==> src/rtl/burst_seq_pkg.sv <==
// Package: shared types for the burst address sequencer.
// Assumes: the order select is a single static level.
package burst_seq_pkg;

    typedef enum logic {
        ORD_LINEAR      = 1'b0,
        ORD_INTERLEAVED = 1'b1
    } burst_order_e;

endpackage

==> src/rtl/burst_beat_ctr.sv <==
// Module: burst_beat_ctr
// Counts the beats of a burst. It clears on an accepted load and adds one on each
// accepted advance, wrapping at its own width. Assumes clear and step are never high together.
module burst_beat_ctr #(
    parameter int CNT_W = 2
) (
    input  logic             clk,
    input  logic             rst_n,
    input  logic             clear_en,
    input  logic             step_en,
    output logic [CNT_W-1:0] beat
);

    // Purpose: beat register, with reset, clear on load, step on advance, hold otherwise.
    always_ff @(posedge clk) begin
        if (!rst_n) begin
            beat <= '0;
        end else if (clear_en) begin
            beat <= '0;
        end else if (step_en) begin
            beat <= beat + 1'b1;
        end
    end

    a_r2_beat_cleared: assert property (@(posedge clk) disable iff (!rst_n)
        clear_en |=> (beat == '0));

    a_r7_beat_frozen: assert property (@(posedge clk) disable iff (!rst_n)
        (!clear_en && !step_en) |=> $stable(beat));

endmodule

==> src/rtl/burst_base_reg.sv <==
// Module: burst_base_reg
// Holds the start address of the current burst. It is loaded only when capture is high.
// Assumes the capture input is already qualified by the clock enable.
module burst_base_reg #(
    parameter int ADDR_W = 19
) (
    input  logic              clk,
    input  logic              rst_n,
    input  logic              cap_en,
    input  logic [ADDR_W-1:0] addr_in,
    output logic [ADDR_W-1:0] base
);

    // Purpose: capture the external address on load, otherwise keep it.
    always_ff @(posedge clk) begin
        if (!rst_n) begin
            base <= '0;
        end else if (cap_en) begin
            base <= addr_in;
        end
    end

    a_r3_base_kept: assert property (@(posedge clk) disable iff (!rst_n)
        !cap_en |=> $stable(base));

endmodule

==> src/rtl/burst_low_map.sv <==
// Module: burst_low_map
// Combines the start value of the low bits with the beat count in the order selected.
// Interleaved order XORs them; linear order adds them, wrapping at LOW_W bits.
// Assumes order_sel does not change in the middle of a burst.
module burst_low_map
    import burst_seq_pkg::*;
#(
    parameter int LOW_W = 2
) (
    input  logic [LOW_W-1:0] start_lo,
    input  logic [LOW_W-1:0] beat,
    input  logic             order_sel,
    output logic [LOW_W-1:0] low
);

    logic [LOW_W-1:0] lo_xor;
    logic [LOW_W-1:0] lo_add;

    // Purpose: build the interleaved candidate one bit at a time.
    for (genvar g = 0; g < LOW_W; g++) begin : g_xor_bit
        assign lo_xor[g] = start_lo[g] ^ beat[g];
    end

    // Purpose: build the linear candidate; the sum is truncated so it wraps inside the burst.
    assign lo_add = start_lo + beat;

    // Purpose: choose the candidate that matches the burst order.
    always_comb begin
        unique case (burst_order_e'(order_sel))
            ORD_INTERLEAVED: low = lo_xor;
            ORD_LINEAR:      low = lo_add;
            default:         low = lo_xor;
        endcase
    end

endmodule

==> src/rtl/burst_addr_seq.sv <==
// Module: burst_addr_seq (top)
// Produces the word address of each beat of a burst of 2**LOW_W beats. A load
// captures the full address; advances step only the LOW_W low bits in either
// interleaved or linear order. Assumes order_sel is static during a burst and
// that reset is synchronous and active low.
module burst_addr_seq
    import burst_seq_pkg::*;
#(
    parameter int ADDR_W = 19,
    parameter int LOW_W  = 2
) (
    input  logic              clk,
    input  logic              rst_n,
    input  logic              clk_en_n,
    input  logic              load_n,
    input  logic              order_sel,
    input  logic [ADDR_W-1:0] addr_in,
    output logic [ADDR_W-1:0] addr_out,
    output logic              load_stb
);

    localparam int HI_W = ADDR_W - LOW_W;

    logic              fire;
    logic              cap;
    logic              adv;
    logic [ADDR_W-1:0] base;
    logic [LOW_W-1:0]  beat;
    logic [LOW_W-1:0]  low;

    // Purpose: qualify the load and advance commands with the clock enable.
    assign fire = !clk_en_n;
    assign cap  = fire && !load_n;
    assign adv  = fire && load_n;

    burst_base_reg #(.ADDR_W(ADDR_W)) u_base (
        .clk     (clk),
        .rst_n   (rst_n),
        .cap_en  (cap),
        .addr_in (addr_in),
        .base    (base)
    );

    burst_beat_ctr #(.CNT_W(LOW_W)) u_beat (
        .clk      (clk),
        .rst_n    (rst_n),
        .clear_en (cap),
        .step_en  (adv),
        .beat     (beat)
    );

    burst_low_map #(.LOW_W(LOW_W)) u_map (
        .start_lo  (base[LOW_W-1:0]),
        .beat      (beat),
        .order_sel (order_sel),
        .low       (low)
    );

    // Purpose: put the fixed upper part next to the sequenced low part.
    assign addr_out = {base[ADDR_W-1:LOW_W], low};

    // Purpose: load strobe, set for the beat after an accepted load, frozen while disabled.
    always_ff @(posedge clk) begin
        if (!rst_n) begin
            load_stb <= 1'b0;
        end else if (fire) begin
            load_stb <= !load_n;
        end
    end

    a_r2_load_shows_addr: assert property (@(posedge clk) disable iff (!rst_n)
        cap |=> (addr_out == $past(addr_in)) && load_stb);

    a_r3_stb_low_on_adv: assert property (@(posedge clk) disable iff (!rst_n)
        adv |=> !load_stb);

    a_r6_upper_fixed: assert property (@(posedge clk) disable iff (!rst_n)
        adv |=> (addr_out[ADDR_W-1:LOW_W] == $past(addr_out[ADDR_W-1:LOW_W])));

    a_r5_linear_step: assert property (@(posedge clk) disable iff (!rst_n)
        (adv && (order_sel == ORD_LINEAR)) |=>
            (order_sel != ORD_LINEAR) ||
            (addr_out[LOW_W-1:0] == LOW_W'($past(addr_out[LOW_W-1:0]) + 1'b1)));

    a_r7_outputs_frozen: assert property (@(posedge clk) disable iff (!rst_n)
        clk_en_n |=> !$stable(order_sel) || ($stable(addr_out) && $stable(load_stb)));

    initial begin
        a_r6_width_ok: assert (HI_W > 0);
    end

endmodule

==> config.mk <==
export PLATFORM = sky130hd
export DESIGN_NAME = burst_addr_seq
export DESIGN_NICKNAME = d
export VERILOG_FILES = /design/src/rtl/burst_seq_pkg.sv /design/src/rtl/burst_beat_ctr.sv /design/src/rtl/burst_base_reg.sv /design/src/rtl/burst_low_map.sv /design/src/rtl/burst_addr_seq.sv
export SDC_FILE = /design/constraint.sdc
export NUM_CORES = 1
export LEC_CHECK = 0
export ABC_AREA = 1
export BUFFER_PORTS_ARGS = -buffer_cell sky130_fd_sc_hd__buf_2
export CELL_PAD_IN_SITES_DETAIL_PLACEMENT = 0
export CELL_PAD_IN_SITES_GLOBAL_PLACEMENT = 1
export CORE_MARGIN = 4
export CORE_UTILIZATION = 25
export DETAILED_ROUTE_END_ITERATION = 6
export GPL_TIMING_DRIVEN = 0
export HOLD_SLACK_MARGIN = 0.15
export PLACE_DENSITY = 0.69
export SYNTH_ARGS = -nofsm -noshare
export SYNTH_HDL_FRONTEND = slang
export SYNTH_HIERARCHICAL = 1
export SYNTH_SLANG_ARGS = --single-unit
==> constraint.sdc <==
create_clock -name clk -period 2.8 [get_ports clk]
set_clock_uncertainty 0.15 [all_clocks]
set_input_delay 0.14 -clock clk [delete_from_list [all_inputs] [get_ports clk]]
set_output_delay 0.14 -clock clk [all_outputs]
set_load 0.005 [all_outputs]
Word level (Yosys, flattened, before mapping)

Index checks and enable logic that the tools add are counted.

Word-level logic and storage cells: 15
Bits of input ports: 24
Register bits: 22
Output and inout bits: 20

Bitwise gates (word level): 4
Reductions and logical operators: 5
$add $sub $neg: 2
Mux-type cells: 1

Operators by type and width:

| cell                                                           | count |
|---|---|
| 2-bit one-hot mux with 2 select lines                          | 1 |
| 2-bit by 1-bit adder with 2-bit output (second input constant) | 1 |
| 2-bit adder                                                    | 1 |
| 1-bit logical AND                                              | 2 |
| 1-bit zero test                                                | 2 |
| 1-bit inverter                                                 | 2 |
| 2-bit OR reduction                                             | 1 |
| 1-bit XOR                                                      | 2 |

Longest topological paths before layout

Word-level depth: 3
Mapped depth: 7
Depth with buffers taken out: 7

Modules after synthesis

The synthesis kept the hierarchy.

By module, submodules not included:

| module         | area each (µm²) | instances | sequential area each (µm²) | cells an instance |
|---|---|---|---|---|
| burst_base_reg | 790.8           | 1         | 380.4                      | 120 |
| burst_beat_ctr | 101.3           | 1         | 40.0                       | 15 |
| burst_low_map  | 67.6            | 1         | 0.0                        | 15 |
| burst_addr_seq | 48.8            | 1         | 20.0                       | 8 |

Least setup slack after synthesis

OpenSTA, ideal clock, no wires.

Kind: register to output
From: reg u_beat.beat[0]
To: out addr_out[1]
Buffers on the path: 0
Data required time: 2.510 ns
Path slack: 1.725 ns
Arrival time: 0.785 ns
Cell stages (with the launch flop): 7
Path through: dfxtp_1 > ha_1 > inv_1 > nor2_1 > nand3_1 > nand2_1 > inv_1

Word-level cells in the longest chain between the ends: 2

RTL lines:

| item                                  | RTL line             | RTL |
|---|---|---|
| from (decl)                           | burst_beat_ctr.sv:11 | `output logic [CNT_W-1:0] beat` |
| from (signal assigned)                | burst_beat_ctr.sv:21 | `beat <= beat + 1'b1;` |
| 2-bit adder                           | burst_low_map.sv:25  | `assign lo_add = start_lo + beat;` |
| 2-bit one-hot mux with 2 select lines | burst_low_map.sv:29  | `unique case (burst_order_e'(order_sel))` |
| to (decl)                             | burst_addr_seq.sv:18 | `output logic [ADDR_W-1:0] addr_out,` |

Every way passes these cells.

==> results.md <==
- Clk buf depth: 2
- Post-route ant nets: 0
- H-tree Lvls: 1
- Pre-CTS WS: 1.49 ns
- Detailed-route via count: 1073
- Worst r2r path cells: 3
- Clock transition at path regs: 0.07 ns
- Arrival @ worst endpoint: 1.99 ns
- DP HPWL: 1.72 mm
- Syn Std Cell Area: 1010 µm²
- Final Cycle Share: 71.1%
- Worst vdd ir: 230 µV
- Slew at the pin closest to its max-slew limit: 0.344 ns
- 1st-iter DRT viols: 23
- Global Route met1 Usage: 12.0%
- Root buffer cell: clkbuf_8
- Largest net degree at the start of global routing: 12
- Met3 GRT Util: 4.21%
- Die Span X: 71.5 µm
- Leak: 0.882 nW
- Syn nets: 183
- Setup CP Type: in2reg
- Final Hold Vio Count: 0
- TritonCTS clock tree: yes
- Routed WL: 2.48 mm
- Rows: 22
- Worst hold path depth: 5
- Setup crit start kind: input pin
- Netlist cell types: 13
- Max-Cap Viols: 0
- CP Capture Type: flop
- Setup TNS: 0 ns
- Worst skew pair latency: 0.26 ns
- Die Height: 71.5 µm
- Post-synthesis sequential area ratio: 43.7%
- Cell count after synthesis: 158
- Final WS setup: 0.809 ns
- Most common cell after layout, fill and taps aside: nand2_1
- Status: finished, final reports clean
- Max-Slew Margin vs Limit: 77.0%
- TritonCTS buffer count: 3
- IO Pins: 44
- Post-route minimum period: 1.99 ns
- Worst hold path class: in2reg
- DR DRC count: 0
- Unrepaired setup endpoints after global routing: no
- Ys Warns: 6
- Nets: 253
- GP Congestion: 0.657
- Maximum clock rate: 502 MHz
- Most frequent cells in the layout: nand2_1, buf_2, nor2_1, inv_1
- Cts repair resizes: 0
- Via density: 3.92
- Area of the core: 3770 µm²
- Syn Area/Cell: 6.38 µm²
- GRT overflow: 0
- Pwr per Cell Area: 433 nW/µm²
- Crit path max fanout: 3
- WL/cell: 9.04 µm
- Setup violations, final: 0
- Required time of the critical path: 2.80 ns
- Die area: 5110 µm²
- GRT busiest layer: met2
- First-pass GRT wire length: 4.31 mm
- Met2 usage: 18.1%
- Port bufs: 43
- Antenna violations before repair: 0
- Area Overhead vs Synth: 53.2%
- Seq cells post-synth: 22
- TritonCTS Sinks: 22
- Diode count: 0
- Share of layout cells above drive strength 1: 24.3%
- TritonRoute pass-1 iters: 4
- Final Max Slew Viols: 0
- Post-CTS Setup Inserts: 0
- Total GRT Usage: 10.4%
- Vias in the first global route: 973
- Initial Utilization: 26.7%
## report_power, final
group / internal (W) / switching [W] / total [W] / leakage [nW]
sequential: 0.000333 / 0.0000107 / 0.000344 / 0.181
clock: 0.0000959 / 0.0000973 / 0.000193 / 0.0216
combinational: 0.0000732 / 0.0000594 / 0.000133 / 0.679
## critical path: stages
cell           delay, ns
dlygate4sd3_1       0.53
buf_2               0.13
nand2_1             0.05
dlygate4sd3_1       0.54
nor2_1              0.04
dlygate4sd3_1       0.55
## area by class of cell
cell class                      count  area, µm²
Multi-Input combinational cell    100        402
Tap cell                           48       60.1
Buffer                              6       53.8
Clock buffer                        3       41.3
Fill cell                         424       2230
Timing Repair Buffer               65        435
Sequential cell                    22        440
Inverter                           30        113
## kinds of logic (layout without fill, tap and decap cells)
logic type               after synthesis  in the layout  share of synthesized area [%]
AO/OA/AOI/OAI                          1              1                          0.496
adder cells (fa/ha/maj)                1              1                           1.24
buffers and inverters                 36            104                           16.5
flip-flops                            22             22                           43.7
AND/OR/NAND/NOR                       98             98                           38.1
## routing by layer
metal  up-vias  wire length [µm]
met4         0                21
met5         -                 0
li1        581                 -
met3         5               216
met1       455              1090
met2        32              1150
## through the flow
stage          power, W  std cells  util [%]  hold WS, ns  cell area (µm²)
6_report       0.000669        274      41.0        0.166             1550
5_1_grt        0.000725        274      41.0        0.196             1550
4_1_cts        0.000688        274      41.0        0.155             1550
3_5_place_dp   0.000462        249      34.0        0.250             1280
3_3_place_gp   0.000461        249      34.0        0.253             1280
2_1_floorplan  0.000413        158         -        0.110             1010
## worst paths after layout
path	start	endpoint	slack, ns
min	load_n	u_beat/beat[1]	0.17
max	rst_n	load_stb	0.81
min reg2reg	u_base/base[2]	u_base/base[2]	0.32
max reg2reg	load_stb	load_stb	1.50
## Yosys cell counts
cell     instances  area, µm²
dfxtp_1         22        440
a21oi_1          1       5.00
nor2_4           1       11.3
ha_1             1       12.5
nor2_2           1       6.26
nand3_1          3       15.0
inv_1           30        113
buf_4            2       15.0
nand2_1         49        184
nor2_1          43        161
buf_6            3       33.8
buf_2            1       5.00
nand2_2          1       6.26
## what timing repair did
item                                    in CTS  in global routing
hold buffers                                22                  0
endpoints found under the setup margin       0                  0
hold endpoints to repair                    22                  0
## sequential cells by signal, indices dropped and copies added (netlist names)
name	flops
load_stb	1
u_base/base	19
u_beat/beat	2
Note: power is estimated with default switching activity, not from simulation.
